<file path="src/rtl/ecc_errlog_pkg.sv">
package ecc_errlog_pkg;

   localparam int unsigned OFS_PROT   = 32'h00C;
   localparam int unsigned OFS_ISR    = 32'h014;
   localparam int unsigned OFS_EN_SET = 32'h020;
   localparam int unsigned OFS_EN_CLR = 32'h024;
   localparam int unsigned OFS_LOG    = 32'h100;

   localparam int ISR_LSB  = 11;
   localparam int NUM_SRC  = 4;
   localparam int SRC_W    = $clog2(NUM_SRC);
   localparam int ISR_BITS = 2 * NUM_SRC;

   localparam logic [31:0] UNLOCK_KEY = 32'hF9E8D7C6;
   localparam logic [31:0] RELOCK_VAL = 32'h0000_0001;

   typedef struct packed {
      logic [17:0] row;
      logic [9:0]  col;
      logic [1:0]  bank;
      logic [1:0]  grp;
      logic [1:0]  rank;
      logic [2:0]  lrank;
      logic [2:0]  burst;
   } coord_t;

   localparam int COORD_W = $bits(coord_t);

endpackage

</file>
<file path="src/rtl/ecc_errlog_keylock.sv">
module ecc_errlog_keylock
   import ecc_errlog_pkg::*;
#(
   parameter logic [31:0] KEY = UNLOCK_KEY
) (
   input  logic        clk,
   input  logic        rst_n,
   input  logic        prot_wr,
   input  logic [31:0] prot_data,
   output logic        unlocked
);
   always_ff @(posedge clk) begin
      if (!rst_n) begin
         unlocked <= 1'b0;
      end else if (prot_wr) begin
         if (prot_data == KEY)
            unlocked <= 1'b1;
         else if (prot_data == RELOCK_VAL)
            unlocked <= 1'b0;
      end
   end
endmodule

</file>
<file path="src/rtl/ecc_errlog_rec.sv">
module ecc_errlog_rec
   import ecc_errlog_pkg::*;
#(
   parameter int STAT_W   = 16,
   parameter bit SATURATE = 1'b1
) (
   input  logic              clk,
   input  logic              rst_n,
   input  logic              hit,
   input  logic              clr,
   input  coord_t            coord,
   output logic [STAT_W-1:0] stat_q,
   output coord_t            log_q
);
   localparam logic [STAT_W-1:0] STAT_MAX = '1;

   logic [STAT_W-1:0] base;
   logic [STAT_W-1:0] stat_d;
   logic              capture;

   assign base    = clr ? '0 : stat_q;
   assign capture = hit && (base == '0);

   generate
      if (SATURATE) begin : g_count
         assign stat_d = (hit && base != STAT_MAX) ? base + 1'b1 : base;
      end else begin : g_flag
         assign stat_d = hit ? STAT_W'(1) : base;
      end
   endgenerate

   always_ff @(posedge clk) begin
      if (!rst_n) begin
         stat_q <= '0;
         log_q  <= '0;
      end else begin
         stat_q <= stat_d;
         if (capture)
            log_q <= coord;
      end
   end
endmodule

</file>
<file path="src/rtl/ecc_errlog_irq.sv">
module ecc_errlog_irq #(
   parameter int BITS = 8
) (
   input  logic            clk,
   input  logic            rst_n,
   input  logic [BITS-1:0] set_vec,
   input  logic [BITS-1:0] clr_vec,
   input  logic [BITS-1:0] en_set,
   input  logic [BITS-1:0] en_clr,
   output logic [BITS-1:0] isr_q,
   output logic [BITS-1:0] en_q,
   output logic            irq
);
   always_ff @(posedge clk) begin
      if (!rst_n) begin
         isr_q <= '0;
         en_q  <= '0;
      end else begin
         isr_q <= (isr_q & ~clr_vec) | set_vec;
         en_q  <= (en_q | en_set) & ~en_clr;
      end
   end

   assign irq = |(isr_q & en_q);
endmodule

</file>
<file path="src/rtl/ecc_errlog_regs.sv">
module ecc_errlog_regs
   import ecc_errlog_pkg::*;
#(
   parameter int          NUM_CH   = 2,
   parameter int          ADDR_W   = 12,
   parameter int          STAT_W   = 16,
   parameter bit          SATURATE = 1'b1,
   parameter logic [31:0] KEY      = UNLOCK_KEY,
   localparam int         CH_W     = $clog2(NUM_CH)
) (
   input  logic              clk,
   input  logic              rst_n,
   input  logic              bus_we,
   input  logic [ADDR_W-1:0] bus_addr,
   input  logic [31:0]       bus_wdata,
   output logic [31:0]       bus_rdata,
   input  logic              evt_valid,
   input  logic [CH_W-1:0]   evt_chan,
   input  logic              evt_ue,
   input  logic [1:0]        evt_src,
   input  logic [2:0]        evt_burst,
   input  logic [2:0]        evt_lrank,
   input  logic [1:0]        evt_rank,
   input  logic [1:0]        evt_grp,
   input  logic [1:0]        evt_bank,
   input  logic [9:0]        evt_col,
   input  logic [17:0]       evt_row,
   output logic              irq
);
   localparam int NUM_REC = 2 * NUM_CH;
   localparam int REC_W   = CH_W + 1;

   generate
      if (NUM_CH < 2 || NUM_CH > 8) begin : g_bad_ch
         $error("NUM_CH must lie in 2..8");
      end
      if (STAT_W < 1 || STAT_W > 32) begin : g_bad_stat
         $error("STAT_W must lie in 1..32");
      end
      if (OFS_LOG + 32 * NUM_CH > (1 << ADDR_W)) begin : g_bad_addr
         $error("ADDR_W too narrow for the log window");
      end
      if (SRC_W != 2) begin : g_bad_src
         $error("source lane field must be 2 bits");
      end
   endgenerate

   localparam logic [ADDR_W-1:0] A_PROT   = ADDR_W'(OFS_PROT);
   localparam logic [ADDR_W-1:0] A_ISR    = ADDR_W'(OFS_ISR);
   localparam logic [ADDR_W-1:0] A_EN_SET = ADDR_W'(OFS_EN_SET);
   localparam logic [ADDR_W-1:0] A_EN_CLR = ADDR_W'(OFS_EN_CLR);

   function automatic logic [ADDR_W-1:0] rec_addr(input int rec, input int word);
      return ADDR_W'(OFS_LOG + rec * 16 + word * 4);
   endfunction

   // lock state
   logic unlocked;
   logic wr_ok;

   ecc_errlog_keylock #(.KEY(KEY)) lock_i (
      .clk      (clk),
      .rst_n    (rst_n),
      .prot_wr  (bus_we && bus_addr == A_PROT),
      .prot_data(bus_wdata),
      .unlocked (unlocked)
   );

   assign wr_ok = bus_we && unlocked;

   // error coordinates
   coord_t evt_coord;
   assign evt_coord = '{row: evt_row, col: evt_col, bank: evt_bank, grp: evt_grp,
                        rank: evt_rank, lrank: evt_lrank, burst: evt_burst};

   logic [REC_W-1:0] evt_rec;
   assign evt_rec = {evt_chan, evt_ue};

   // per-record status and log
   logic [STAT_W-1:0] stat   [NUM_REC];
   coord_t            log_q  [NUM_REC];

   generate
      for (genvar r = 0; r < NUM_REC; r++) begin : g_rec
         ecc_errlog_rec #(.STAT_W(STAT_W), .SATURATE(SATURATE)) rec_i (
            .clk   (clk),
            .rst_n (rst_n),
            .hit   (evt_valid && evt_rec == REC_W'(r)),
            .clr   (wr_ok && bus_addr == rec_addr(r, 0) && bus_wdata == '0),
            .coord (evt_coord),
            .stat_q(stat[r]),
            .log_q (log_q[r])
         );
      end
   endgenerate

   // interrupt status and enable
   logic [ISR_BITS-1:0] isr_q;
   logic [ISR_BITS-1:0] en_q;
   logic [ISR_BITS-1:0] set_vec;
   logic [ISR_BITS-1:0] wr_field;

   assign wr_field = bus_wdata[ISR_LSB +: ISR_BITS];

   always_comb begin
      set_vec = '0;
      if (evt_valid)
         set_vec[{~evt_ue, evt_src}] = 1'b1;
   end

   ecc_errlog_irq #(.BITS(ISR_BITS)) irq_i (
      .clk    (clk),
      .rst_n  (rst_n),
      .set_vec(set_vec),
      .clr_vec((wr_ok && bus_addr == A_ISR)    ? wr_field : '0),
      .en_set ((wr_ok && bus_addr == A_EN_SET) ? wr_field : '0),
      .en_clr ((wr_ok && bus_addr == A_EN_CLR) ? wr_field : '0),
      .isr_q  (isr_q),
      .en_q   (en_q),
      .irq    (irq)
   );

   // read mux
   always_comb begin
      bus_rdata = '0;
      if (bus_addr == A_PROT)
         bus_rdata[0] = ~unlocked;
      if (bus_addr == A_ISR)
         bus_rdata[ISR_LSB +: ISR_BITS] = isr_q;
      if (bus_addr == A_EN_SET)
         bus_rdata[ISR_LSB +: ISR_BITS] = en_q;
      for (int r = 0; r < NUM_REC; r++) begin
         if (bus_addr == rec_addr(r, 0))
            bus_rdata = 32'(stat[r]);
         if (bus_addr == rec_addr(r, 1))
            bus_rdata = log_q[r][31:0];
         if (bus_addr == rec_addr(r, 2))
            bus_rdata = 32'(log_q[r].row[17:10]);
      end
   end
endmodule

</file>
<file path="config.mk">
export PLATFORM = sky130hd
export DESIGN_NAME = ecc_errlog_regs
export DESIGN_NICKNAME = d
export VERILOG_FILES = /design/src/rtl/ecc_errlog_pkg.sv /design/src/rtl/ecc_errlog_keylock.sv /design/src/rtl/ecc_errlog_rec.sv /design/src/rtl/ecc_errlog_irq.sv /design/src/rtl/ecc_errlog_regs.sv
export SDC_FILE = /design/constraint.sdc
export NUM_CORES = 1
export LEC_CHECK = 0
export BUFFER_PORTS_ARGS = -buffer_cell sky130_fd_sc_hd__buf_4
export CAP_MARGIN = 20
export CORE_MARGIN = 3
export CORE_UTILIZATION = 45
export CTS_CLUSTER_SIZE = 30
export DETAILED_ROUTE_END_ITERATION = 7
export PLACE_DENSITY_LB_ADDON = 0.3
export SLEW_MARGIN = 20
export SYNTH_ARGS = -nofsm -noshare
export SYNTH_HDL_FRONTEND = slang
export SYNTH_SLANG_ARGS = --single-unit
export TNS_END_PERCENT = 5
</file>
<file path="constraint.sdc">
create_clock -name clk -period 5.2 [get_ports clk]
set_input_delay 0.26 -clock clk [delete_from_list [all_inputs] [get_ports clk]]
set_output_delay 0.26 -clock clk [all_outputs]
set_load 0.01 [all_outputs]
</file>
---- Word-level counts from Yosys, hierarchy flattened ----
Cells that the tools add are included.
Widths: inputs -> output; s select.
word-level totals
  logic and storage cells ................. 141
  output and inout port bits .............. 33
  bits of input ports ..................... 92
  bits in registers ....................... 241
operators by class
  add/subtract/negate cells ............... 4
  bitwise logic cells ..................... 9
  reduce and logical (&&, ||, !) cells .... 35
  multiplexer cells ....................... 31
  eq/ne operators ......................... 25
  order comparisons ....................... 2
operators with widths
  cell                   number
  $mux 32                11
  $eq 12x9->1 const B    12
  $mux 16                8
  $add 16x1->16 const B  4
  $logic_not 16->1       4
  $ne 16x16->1 const B   4
  $mux 8                 6
  $eq 32x1->1 const B    1
  $eq 32x32->1 const B   1
  $logic_not 32->1       1
  $logic_and 1x1->1      26
  $and 8x8->8            3
  $eq 12x6->1 const B    2
  $mux 19                1
  $not 8->8              2
  $or 8x8->8             2
  $eq 12x4->1 const B    1
  $eq 12x5->1 const B    1
  $reduce_or 8->1        1
  $eq 2x2->1 const B     2
  $lt 3x4->1 const B     1
  $mux 1                 4
  $demux 1 s3            1
  $ge 3x1->1 const B     1
  other kinds (5)        6

---- Longest topological paths before layout ----
Gate-level depths: netlist (run 1).
  depth in word-level cells ............... 15
  depth in mapped cells ................... 15

---- Modules after synthesis ----
Synthesis (run 1) repeated with hierarchy kept, for this count alone.
unflattened totals
  cells, all modules ...................... 1,740
  area total of the unflattened synthesis .. 14,107.3 um^2
modules (own cells, without submodules)
  module              area each (um^2)  sequential area each (um^2)  cells an instance  times used
  ecc_errlog_rec      2,631.3           1,121.1                      302                4
  ecc_errlog_regs     2,812.7           0.0                          457                1
  ecc_errlog_irq      598.1             320.3                        54                 1
  ecc_errlog_keylock  171.4             20.0                         21                 1

---- Worst setup path before layout (run 1) ----
No wires, ideal clock.
  kind .................................... in2reg
  start point ............................. input port bus_addr[3]
  end point ............................... register g_rec[2].rec_i.stat_q[10]
  data arrival time ....................... 3,447 ps
  path slack .............................. 1,683 ps
  setup time .............................. 70 ps
  data required time ...................... 5,130 ps
  cell stages on the path ................. 14
  path through ............................ or4_1 buf_2 nor3_4 or4b_1 buf_2 nand2_1 inv_1 ha_1 and4_1 clkbuf_1 a21boi_1 nor2_1 or3_1 a21oi_1
between the ends
  word-level cells in the longest chain between the ends .. 7
ends and longest elaborated chain
  what                                                   line                   RTL
  start: declaration                                     ecc_errlog_regs.sv:14  input logic [ADDR_W-1:0] bus_addr,
  $eq 12x9->1 *                                          ecc_errlog_regs.sv:89  .clr (wr_ok && bus_addr == rec_addr(r, 0) && bus_wdata == '0),
  $logic_and 1x1->1 * (2 in a row)                       ecc_errlog_regs.sv:89
  $mux 16 *                                              ecc_errlog_rec.sv:21   assign base = clr ? '0 : stat_q;
  branches (longest 2 deep; another with $add 16x1->16)  --
  $mux 16 *                                              ecc_errlog_rec.sv:26   assign stat_d = (hit && base != STAT_MAX) ? base + 1'b1 : base;
  end signal: assignment                                 ecc_errlog_rec.sv:37   stat_q <= stat_d;
  end: declaration                                       ecc_errlog_rec.sv:12   output logic [STAT_W-1:0] stat_q,
Mark *: on every way between the ends.
A chain may end at the register's enable or synchronous reset.

---- Worst setup path in the final report (run 1) ----
  start point ............................. input port bus_wdata[11]
  end point ............................... register g_rec[2].rec_i.stat_q[10]
between the ends
  word-level cells in the longest chain between the ends .. 6
ends and longest elaborated chain
  what                                                   line                   RTL
  start: declaration                                     ecc_errlog_regs.sv:15  input logic [31:0] bus_wdata,
  $logic_not 32->1 *                                     ecc_errlog_regs.sv:89
  $logic_and 1x1->1 *                                    ecc_errlog_regs.sv:89
  $mux 16 *                                              ecc_errlog_rec.sv:21
  branches (longest 2 deep; another with $add 16x1->16)  --
  $mux 16 *                                              ecc_errlog_rec.sv:26
Marked as above.

==> results.sh, run 1 <==
export IMPL_outcome="finished clean"
export IMPL_ys_async_sr_fraction=0
export IMPL_pwr_share_comb=0.074
export IMPL_fp_dieW_um=169
export IMPL_critPathMaxFanout=11
export IMPL_crit_type="in2reg"
export IMPL_syn_area_per_cell_um2=7.91
export IMPL_wirelength_um=41700
export IMPL_ir_drop_v=0.000317
export IMPL_dp_hpwl_um=28900
export IMPL_critPathLaunchType="input pin"
export IMPL_slew_viol_final=0
export IMPL_clockBufferDepth=3
export IMPL_htreeDepth=1
export IMPL_max_stage_delay_ps=830
export IMPL_gr_max_usage_layer="met2"
export IMPL_grt_overflow_total=0
export IMPL_grtUsageTotal=0.283
export IMPL_hold_viol_final=0
export IMPL_grt_pass1_wl_um=64400
export IMPL_swShare=0.247
export IMPL_worst_pin_slew_ps=1040
export IMPL_cp_arrival_ps=4570
export IMPL_synth_edf_count=0
export IMPL_p_leak_nw=5.14
export IMPL_power_frac_clock=0.458
export IMPL_whs_ps=15.3
export IMPL_core_um2=25600
export IMPL_rows=58
export IMPL_power_internal_mw=3.10
export IMPL_diodes=0
export IMPL_gp_congestion=0.974
export IMPL_ios=125
export IMPL_nNetsFinal=1709
export IMPL_first_pass_iters=7
export IMPL_post_route_period_util=0.786
export IMPL_yosysWarnings=0
export IMPL_insertion_delay_ps=570
export IMPL_timing_fmax_mhz=245
export IMPL_dieArea_um2=28500
export IMPL_drv_cap=0
export IMPL_avgRoutedWirePerCell_um=21.3
export IMPL_clock_sinks=241
export IMPL_drive_above_1_share=0.133
export IMPL_start_util=0.466
export IMPL_grt_start_max_net_pins=113
export IMPL_synthFlopType="dfxtp_1"
export IMPL_syn_area_um2=11900
export IMPL_ant_nets=0
export IMPL_finalSetupTns_ps=0
export IMPL_power_density_nw_per_um2=287
export IMPL_slowest_stage="or4b_1"
export IMPL_syn_inst=1507
export IMPL_die_height_um=169
export IMPL_met1_usage=0.402
export IMPL_rsz0062_at_grt="false"
export IMPL_hold_path_class="in2reg"
export IMPL_setup_viol=0
export IMPL_postCtsSetupRepairBufs=0
export IMPL_slew_headroom=0.304
export IMPL_finalPower_mw=4.12
export IMPL_met2_usage=0.427
export IMPL_numCtsBuffers=27
export IMPL_place_area_um2=13000
export IMPL_clockRootBuffer="clkbuf_16"
export IMPL_final_area_um2=14300
export IMPL_worstPathCellList="dlygate4sd3_1, buf_4, nor4_1, nand4_1, or4b_1, nand2_1, inv_1, ha_1, and4_1, a21boi_1, nor2_1, or3_1, a21oi_1"
export IMPL_period_needed_ps=4090
export IMPL_ys_seq_elements=241
export IMPL_skew_ps=18.1
export IMPL_tritoncts="yes"
export IMPL_syn_to_final_growth_pct=20.1
export IMPL_yosysTopAreaCell="dfxtp_1"
export IMPL_synth_distinct_cells=74
export IMPL_nFillCells=2364
export IMPL_switchingPower_mw=1.02
export IMPL_syn_num_nets=1607
export IMPL_grt_util_met3=0.0603
export IMPL_first_iter_violations=1525
export IMPL_synthTopCellsByArea="dfxtp_1 40%, nand3_1 8.3%, o21ai_0 6.5%"
export IMPL_antenna_found_initial=0
export IMPL_seqPwrFrac=0.469
export IMPL_dr_total_vias=12485
export IMPL_viasPerCell=6.38
export IMPL_clk_pin_slew_ps=60
export IMPL_io_buffers=124
export IMPL_yosysSeqAreaShare=0.404
export IMPL_synth_top_area_share=0.404
export IMPL_drc_errors=0
export IMPL_cp_required_ps=5680
export IMPL_end_kind="register"
export IMPL_grt_pass1_vias=11301
==> path summary, 6_finish.rpt <==
check | start | endpoint | slack, ps | cells after the start
min reg2reg | g_rec[3].rec_i.log_q[16] | g_rec[3].rec_i.log_q[16] | 460 | 2
max | bus_wdata[11] | g_rec[2].rec_i.stat_q[10] | 1110 | 13
max reg2reg | lock_i.unlocked | g_rec[2].rec_i.stat_q[10] | 1460 | 11
min | evt_src[1] | irq_i.isr_q[2] | 20 | 3
==> power by group through the flow <==
stage	registers [mW]	clock network (mW)	logic (mW)
after global placement	1.97	0	0.264
after global routing	1.93	1.99	0.331
after CTS	1.93	1.90	0.298
after detailed placement	1.97	0	0.268
final	1.93	1.88	0.303
after floorplan	1.95	0	0.157
==> Yosys cell counts (3+ instances only) <==
cell / n
nor4b_1: 3
nand2_1: 183
nor3_2: 3
o211ai_1: 21
o221ai_1: 5
a221oi_1: 15
xor2_1: 20
a221o_1: 11
nand3_1: 199
nor2_1: 85
o2111ai_1: 4
nand2b_1: 4
a211oi_1: 8
dfxtp_1: 241
nor4b_2: 3
a222oi_1: 5
ha_1: 8
or3_1: 14
inv_1: 14
nor3_1: 20
nand4_1: 27
nor4_1: 26
a21oi_1: 48
clkbuf_1: 80
a21o_1: 4
a32oi_1: 6
nor2b_1: 8
nor3b_1: 3
xnor2_1: 17
a31oi_1: 5
mux2i_1: 8
a2111oi_0: 5
mux2_2: 3
buf_2: 14
and2_1: 7
o21ai_0: 154
o22ai_1: 16
or4_1: 14
or4b_1: 5
and3_1: 15
a22oi_1: 56
buf_4: 7
buf_1: 16
and4_1: 12
o21ai_1: 45
==> sequential cells by signal, summed over array words and instances, names as in the netlist <==
register	flops
g_rec.rec_i.stat_q	64
irq_i.isr_q	8
irq_i.en_q	8
lock_i.unlocked	1
g_rec.rec_i.log_q	160
==> area by class of cell <==
class                           count  area, µm²  share of cell area
Sequential cell                   241       4820               0.337
Tap cell                          330        413              0.0288
Inverter                           14       52.6             0.00367
Multi-Input combinational cell   1133       6610               0.461
Clock inverter                      9       92.6             0.00646
Clock buffer                       37        773              0.0540
Timing Repair Buffer              192       1570               0.109
==> layout by cell type (no fill, tap or decap), types with 15 or more instances in the layout <==
| master | count |
|---|---|
| nand2_1 | 183 |
| nor2_1 | 83 |
| nor4_1 | 24 |
| clkbuf_16 | 27 |
| o21ai_0 | 154 |
| nor3_1 | 20 |
| buf_4 | 143 |
| xor2_1 | 20 |
| a21oi_1 | 48 |
| dlygate4sd3_1 | 48 |
| and3_1 | 15 |
| o21ai_1 | 45 |
| xnor2_1 | 17 |
| nand4_1 | 27 |
| o22ai_1 | 16 |
| nand3_1 | 199 |
| o211ai_1 | 21 |
| dfxtp_1 | 241 |
| a221oi_1 | 15 |
| a22oi_1 | 56 |
==> stage by stage <==
step                       util  setup WS, ps  instances
after global routing      0.559           861       1956
after global placement    0.507          1100       1862
after floorplan               -          1680       1507
after CTS                 0.559          1200       1956
final                     0.559          1110       1956
after detailed placement  0.507           968       1862
==> what timing repair did <==
action                                  4_1_cts  5_1_grt
endpoints found under the hold margin        73        0
gates resized for setup                       0        0
hold buffers                                 48        0
endpoints found under the setup margin        0        0
==> metal layers <==
metal	vias to the layer above	part of all wire
li1	5816	-
met1	5850	0.43
met2	688	0.43
met3	131	0.11
met4	0	0.038
met5	-	0
==> critical path, delay by kind of cell <==
family / cells / cell delay (ps)
buffers and inverters: 3 / 750
AND/OR/NAND/NOR: 7 / 2860
AO/OA/AOI/OAI: 2 / 470
adder cells (fa/ha/maj): 1 / 230
==> cell families after synthesis <==
family | Yosys count | synth area share
XOR/XNOR | 37 | 0.0272
AND/OR/NAND/NOR | 649 | 0.279
multiplexers | 11 | 0.00955
adder cells (fa/ha/maj) | 8 | 0.00839
flip-flops | 241 | 0.404
AO/OA/AOI/OAI | 428 | 0.225
buffers and inverters | 133 | 0.0468
Power figures use the tool's default switching activity.
==> inputs of run 2 (changes only) <==
--- a/config.mk
+++ b/config.mk
@@ -5,6 +5,7 @@
 export SDC_FILE = /design/constraint.sdc
 export NUM_CORES = 1
 export LEC_CHECK = 0
+export ABC_AREA = 1
 export BUFFER_PORTS_ARGS = -buffer_cell sky130_fd_sc_hd__buf_4
 export CAP_MARGIN = 20
 export CORE_MARGIN = 3
==> constraint.sdc (replaced) <==
create_clock -name clk -period 3.7 [get_ports clk]
set_input_delay 0.185 -clock clk [delete_from_list [all_inputs] [get_ports clk]]
set_output_delay 0.185 -clock clk [all_outputs]
set_load 0.01 [all_outputs]
==> run 2 against run 1 <==
Utilization decreased by 1.8 points. Sequential power increased by 42%. Synthesized cell count increased by 58%. Sequential share of layout area decreased by 4.7 points. Via count increased by 23%. Worst hold slack improved by 10 ps. Final cell count increased by 50%. Routed wire length increased by 9.0%. Count of clock-buffer cells in the layout decreased by 2. Worst setup slack got worse by 450 ps. Largest cell class unchanged. Largest power group unchanged.
==> results.sh, run 2 <==
export IMPL_outcome="finished clean"
export IMPL_ys_seq_elements=241
export IMPL_grt_overflow_total=0
export IMPL_rr_startpoint="lock_i.unlocked"
export IMPL_crit_start="bus_wdata[14]"
export IMPL_synth_distinct_cells=39
export IMPL_numCtsBuffers=27
export IMPL_synth_most_common_cell="nand2_1"
export IMPL_power_density_nw_per_um2=359
export IMPL_syn_num_nets=2478
export IMPL_setup_viol=0
export IMPL_cp_required_ps=4170
export IMPL_critPathMaxFanout=9
export IMPL_postCtsSetupRepairBufs=0
export IMPL_largest_reg_flops=160
export IMPL_regMostFlops="g_rec.rec_i.log_q"
export IMPL_finalNonFillerCells=2929
export IMPL_fp_dieW_um=183
export IMPL_reg_largest_list="g_rec.rec_i.log_q: 160 flops, g_rec.rec_i.stat_q: 64 flops"
export IMPL_grt_pass1_vias=14576
export IMPL_critPathLaunchType="input pin"
export IMPL_hold_viol_final=0
export IMPL_ios=125
export IMPL_syn_to_final_growth_pct=18.0
export IMPL_hold_path_class="in2reg"
export IMPL_cp_endpoint="g_rec[2].rec_i.stat_q[4]"
export IMPL_worst_pin_slew_ps=1100
export IMPL_place_area_um2=15300
export IMPL_cp_arrival_ps=3500
export IMPL_wirelength_um=45500
export IMPL_drc_errors=0
export IMPL_post_place_cells=2834
export IMPL_rsz0062_at_grt="false"
export IMPL_whs_ps=25.8
export IMPL_core_um2=30700
export IMPL_ir_drop_v=0.000330
export IMPL_clk_pin_slew_ps=60
export IMPL_rows=64
export IMPL_viasPerCell=5.22
export IMPL_grt_start_max_net_pins=81
export IMPL_timing_rr_end="g_rec[2].rec_i.stat_q[4]"
export IMPL_slew_viol_final=0
export IMPL_p_leak_nw=8.20
export IMPL_period_needed_ps=3030
export IMPL_reg2reg_slack_ps=700
export IMPL_synth_common_cells="683 x nand2_1, 517 x nor2_1, 298 x inv_1, 241 x dfxtp_1, 110 x a21oi_1"
export IMPL_ys_async_sr_fraction=0
export IMPL_dr_total_vias=15295
export IMPL_crit_type="in2reg"
export IMPL_grtUsageTotal=0.267
export IMPL_yosysWarnings=0
export IMPL_dp_hpwl_um=32400
export IMPL_drv_cap=0
export IMPL_syn_inst=2378
export IMPL_timing_fmax_mhz=330
export IMPL_end_kind="register"
export IMPL_insertion_delay_ps=540
export IMPL_gp_congestion=0.960
export IMPL_layout_common_cells="682 x nand2_1, 515 x nor2_1, 298 x inv_1, 241 x dfxtp_1, 156 x buf_4"
export IMPL_holdBufCountCts=47
export IMPL_final_common_cell="nand2_1"
export IMPL_clock_sinks=241
export IMPL_grt_pass1_wl_um=73900
export IMPL_syn_area_per_cell_um2=5.94
export IMPL_first_pass_iters=6
export IMPL_rr_worst_depth=14
export IMPL_synthFlopType="dfxtp_1"
export IMPL_diodes=0
export IMPL_synth_top_area_share=0.342
export IMPL_skew_ps=7.87
export IMPL_start_util=0.459
export IMPL_yosysTopAreaCell="dfxtp_1"
export IMPL_ant_nets=0
export IMPL_post_route_period_util=0.820
export IMPL_avgRoutedWirePerCell_um=15.5
export IMPL_clockBufferDepth=3
export IMPL_tritoncts="yes"
export IMPL_slew_headroom=0.261
export IMPL_nNetsFinal=2614
export IMPL_die_height_um=183
export IMPL_io_buffers=124
export IMPL_synth_edf_count=0
export IMPL_synthTopCellsByArea="dfxtp_1 34%, nand2_1 18%, nor2_1 14%"
export IMPL_clockRootBuffer="clkbuf_16"
export IMPL_finalSetupTns_ps=0
export IMPL_postCtsResizedCells=0
export IMPL_first_iter_violations=1258
export IMPL_dieArea_um2=33500
export IMPL_antenna_found_initial=0
export IMPL_drive_above_1_share=0.101
export IMPL_yosysSeqAreaShare=0.342
export IMPL_syn_area_um2=14100
export IMPL_final_area_um2=16700
export IMPL_htreeDepth=1
==> run 2: changes by cell type in the layout (fill, tap and decap cells not counted), moves of 15 or more <==
cell	before	now
nand3_1	199	108
o22ai_1	16	0
a22oi_1	56	0
nor4_1	24	2
xnor2_1	17	2
and3_1	15	0
nor2_1	83	515
a21oi_1	48	110
nand2_1	183	682
inv_1	14	298
inv_2	0	20
o21ai_0	154	77
==> run 2: cells by family after synthesis <==
| kind of cell | share of synthesized area |
|---|---|
| xor+xnor | 0.0174 |
| buf+inv | 0.120 |
| simple gates | 0.406 |
| flops | 0.342 |
| fa+ha+maj | 0.00709 |
| compound gates | 0.108 |
==> run 2: worst max-delay path, stage by stage <==
cell and delay (ps):
dlygate4sd3_1 530, buf_4 110, inv_2 40, nand4_1 90, nor2_1 60, nand2_1 100
nor2_4 80, nand2_2 100, nand2_1 140, inv_1 240, ha_1 310, nand3_1 100
inv_1 70, nand4_1 150, or2_2 350, o21ai_1 380, buf_4 250, nand2_1 60
a21oi_1 150
==> run 2: worst min-delay path by stage <==
stage                       start                  endpoint  slack (ps)  cells after the start
finish              bus_wdata[16]             irq_i.en_q[5]          30                      4
global route        bus_wdata[13]            irq_i.isr_q[2]          50                      4
CTS                 bus_wdata[16]             irq_i.en_q[5]           7                      4
floorplan            evt_burst[0]   g_rec[0].rec_i.log_q[0]         320                      2
global placement       evt_col[8]  g_rec[2].rec_i.log_q[20]         440                      3
detailed placement     evt_row[2]  g_rec[2].rec_i.log_q[24]         450                      3
==> run 2: area by class of cell <==
class	count	area, µm²
multi-input cells	1720	7600
inverters	320	1200
well taps	396	495
clock inverters	13	123
flip-flops and latches	241	4820
clock buffers	35	746
repair buffers	204	1660
fillers	3073	14100
==> run 2: per-layer routing <==
metal  vias to the layer above  GRT usage  share of wire
li1                       7658          -              -
met1                      6983      0.354           0.44
met2                       534      0.451           0.46
met3                       120     0.0355          0.067
met4                         0     0.0887          0.036
met5                         -          0              0
==> run 2: report_power, final <==
| group | leakage [nW] | switching (mW) | internal (mW) |
|---|---|---|---|
| logic | 5.81 | 0.352 | 0.217 |
| clock network | 0.426 | 1.12 | 1.55 |
| registers | 1.96 | 0.0424 | 2.70 |
| total | 8.20 | 1.52 | 4.47 |
==> run 2: through the flow <==
step | util | worst slack (ps) | power (mW)
after floorplan | - | 1070 | 3.10
after global placement | 0.498 | 713 | 3.30
after detailed placement | 0.498 | 701 | 3.31
after CTS | 0.542 | 721 | 6.01
after global routing | 0.542 | 363 | 6.19
final | 0.542 | 666 | 5.99
==> inputs of run 3 (changes only) <==
==> constraint.sdc (replaced) <==
create_clock -name clk -period 2.7 [get_ports clk]
set_input_delay 0.135 -clock clk [delete_from_list [all_inputs] [get_ports clk]]
set_output_delay 0.135 -clock clk [all_outputs]
set_load 0.01 [all_outputs]
==> run 3 against run 2 <==
Count of clock-buffer cells in the layout up 1. Sequential power rose by 37%. Non-clock buffer count grew 59. Critical endpoint is now g_rec[0].rec_i.stat_q[0]. Highest routed layer unchanged. Largest power group unchanged. Combinational power grew 51%.
==> results.sh, run 3 (same netlist as run 2, synthesis figures left out) <==
export IMPL_reg_largest_list="g_rec.rec_i.log_q: 160 flops, g_rec.rec_i.stat_q: 64 flops"
export IMPL_worstPathCellList="dlygate4sd3_1, buf_4, inv_2, nand4_1, nor2_2, nand2_1, nor2_4, nand2_2, nor2_1, nor2_1, ha_1, nand4_1, nand3b_1, nor2_1, nand4_1, nand2_1, buf_4, o21ai_0, nor2_1"
export IMPL_viasPerCell=5.21
export IMPL_p_leak_nw=8.58
export IMPL_clk_pin_slew_ps=60
export IMPL_whs_ps=145
export IMPL_setup_viol=0
export IMPL_clockBufferDepth=3
export IMPL_start_util=0.459
export IMPL_switchingPower_mw=2.16
export IMPL_grt_start_max_net_pins=107
export IMPL_timing_fmax_mhz=397
export IMPL_clockRootBuffer="clkbuf_16"
export IMPL_critPathMaxFanout=5
export IMPL_crit_top_cell="nor2_1"
export IMPL_final_util=0.565
export IMPL_crit_type="in2reg"
export IMPL_cp_arrival_ps=2950
export IMPL_register_area_um2=4820
export IMPL_ios=125
export IMPL_multiInputGateArea_um2=7680
export IMPL_cp_required_ps=3130
export IMPL_avgRoutedWirePerCell_um=15.8
export IMPL_skew_ps=12.1
export IMPL_rsz0062_at_grt="true"
export IMPL_hold_viol_final=0
export IMPL_drive_above_1_share=0.123
export IMPL_htreeDepth=1
export IMPL_dr_total_vias=15582
export IMPL_timing_rr_end="g_rec[3].rec_i.stat_q[8]"
export IMPL_numCtsBuffers=27
export IMPL_rows=64
export IMPL_wirelength_um=47200
export IMPL_post_route_period_util=0.933
export IMPL_end_kind="register"
export IMPL_dp_hpwl_um=32400
export IMPL_period_needed_ps=2520
export IMPL_finalSetupTns_ps=0
export IMPL_first_iter_violations=1573
export IMPL_tritoncts="yes"
export IMPL_dieArea_um2=33500
export IMPL_ant_nets=0
export IMPL_layout_common_cells="676 x nand2_1, 508 x nor2_1, 298 x inv_1, 241 x dfxtp_1, 186 x buf_4"
export IMPL_core_um2=30700
export IMPL_grt_pass1_wl_um=72900
export IMPL_grt_overflow_total=0
export IMPL_nNetsFinal=2673
export IMPL_diodes=0
export IMPL_critPathLaunchType="input pin"
export IMPL_ir_drop_v=0.000416
export IMPL_drc_errors=0
export IMPL_grt_pass1_vias=14378
export IMPL_largest_reg_flops=160
export IMPL_slew_headroom=0.518
export IMPL_drv_cap=0
export IMPL_seqPwrFrac=0.454
export IMPL_io_buffers=124
export IMPL_regMostFlops="g_rec.rec_i.log_q"
export IMPL_slew_viol_final=0
export IMPL_gp_congestion=0.944
export IMPL_nFillCells=3011
export IMPL_clock_sinks=241
export IMPL_reg2reg_slack_ps=230
export IMPL_first_pass_iters=7
export IMPL_hold_path_class="in2reg"
export IMPL_holdPathEnd="g_rec[0].rec_i.stat_q[10]"
export IMPL_holdPathStages=6
export IMPL_grtUsageTotal=0.265
export IMPL_power_density_nw_per_um2=475
export IMPL_rr_worst_depth=15
export IMPL_finalNonFillerCells=2988
export IMPL_antenna_found_initial=0
export IMPL_insertion_delay_ps=540
export IMPL_power_internal_mw=6.10
export IMPL_post_place_cells=2869
export IMPL_max_stage_delay_ps=550
export IMPL_worst_pin_slew_ps=723
export IMPL_outcome="finished clean"
export IMPL_min_from="evt_chan"
export IMPL_die_height_um=183
export IMPL_syn_to_final_growth_pct=23.1
export IMPL_final_common_cell="nand2_1"
export IMPL_finalPower_mw=8.26
export IMPL_slowest_stage="dlygate4sd3_1"
export IMPL_swShare=0.262
export IMPL_power_frac_clock=0.442
export IMPL_rr_startpoint="lock_i.unlocked"
export IMPL_pwr_share_comb=0.104
export IMPL_fp_dieW_um=183
-- run 3: cell types whose count changed in the layout (fill, tap and decap cells not counted), sizes merged --
| cell | change |
|---|---|
| buf | +43 |
| clkinv | -4 |
| clkbuf | +5 |
| dlygate4sd3 | +12 |
| inv | +2 |
| bufinv | -1 |
| clkinvlp | +2 |
-- run 3: layout make-up --
class                      count  area share
clock buffer                  36      0.0431
inverter                     320      0.0693
multi-input combinational   1720       0.442
tap                          396      0.0285
sequential                   241       0.278
clock inverter                12     0.00626
timing repair buffer         263       0.133
-- run 3: how the worst max path moves through the flow --
| stage | start | endpoint | cells after the start | slack (ps) |
|---|---|---|---|---|
| after floorplan | lock_i.unlocked | g_rec[3].rec_i.stat_q[10] | 18 | 70 |
| after global placement | bus_wdata[17] | g_rec[2].rec_i.stat_q[11] | 18 | 90 |
| after detailed placement | bus_wdata[17] | g_rec[1].rec_i.stat_q[2] | 17 | 10 |
| after CTS | bus_wdata[17] | g_rec[1].rec_i.log_q[8] | 17 | 10 |
| after global routing | bus_wdata[15] | g_rec[2].rec_i.log_q[21] | 22 | -60 |
| final | bus_wdata[15] | g_rec[0].rec_i.stat_q[0] | 19 | 180 |
-- run 3: per-stage QoR --
stage	cell area, µm²	setup slack (ps)
floorplan	14100	73.8
detailed placement	15700	12.3
global route	17400	-64.2
global placement	15700	93.0
CTS	17100	10.5
finish	17400	180
-- run 3: timing repair --
action	4_1_cts	5_1_grt
endpoints found under the setup margin	0	225
gates resized for setup	0	25
hold buffers	59	0
setup buffers	0	5
endpoints found under the hold margin	176	0
-- run 3: worst max-delay path, delay by kind of cell --
family | cells | cell delay (ps)
and+or+nand+nor | 13 | 1530
adders and majority gates | 1 | 200
buffers and inverters | 4 | 940
AOI/OAI and AO/OA | 1 | 140
-- run 3: layer usage --
layer / share of wire / vias up / GRT usage
li1: - / 7775 / -
met1: 0.43 / 7108 / 0.358
met2: 0.46 / 571 / 0.436
met3: 0.078 / 128 / 0.0341
met4: 0.040 / 0 / 0.0999
met5: 0 / - / 0
-- run 3: power by group through the flow --
| stage | Clock, mW | Sequential (mW) | Combinational [mW] |
|---|---|---|---|
| global route | 3.83 | 3.76 | 0.952 |
| global placement | 0 | 3.83 | 0.716 |
| detailed placement | 0 | 3.83 | 0.734 |
| CTS | 3.68 | 3.75 | 0.804 |
| finish | 3.65 | 3.75 | 0.858 |
| floorplan | 0 | 3.81 | 0.439 |
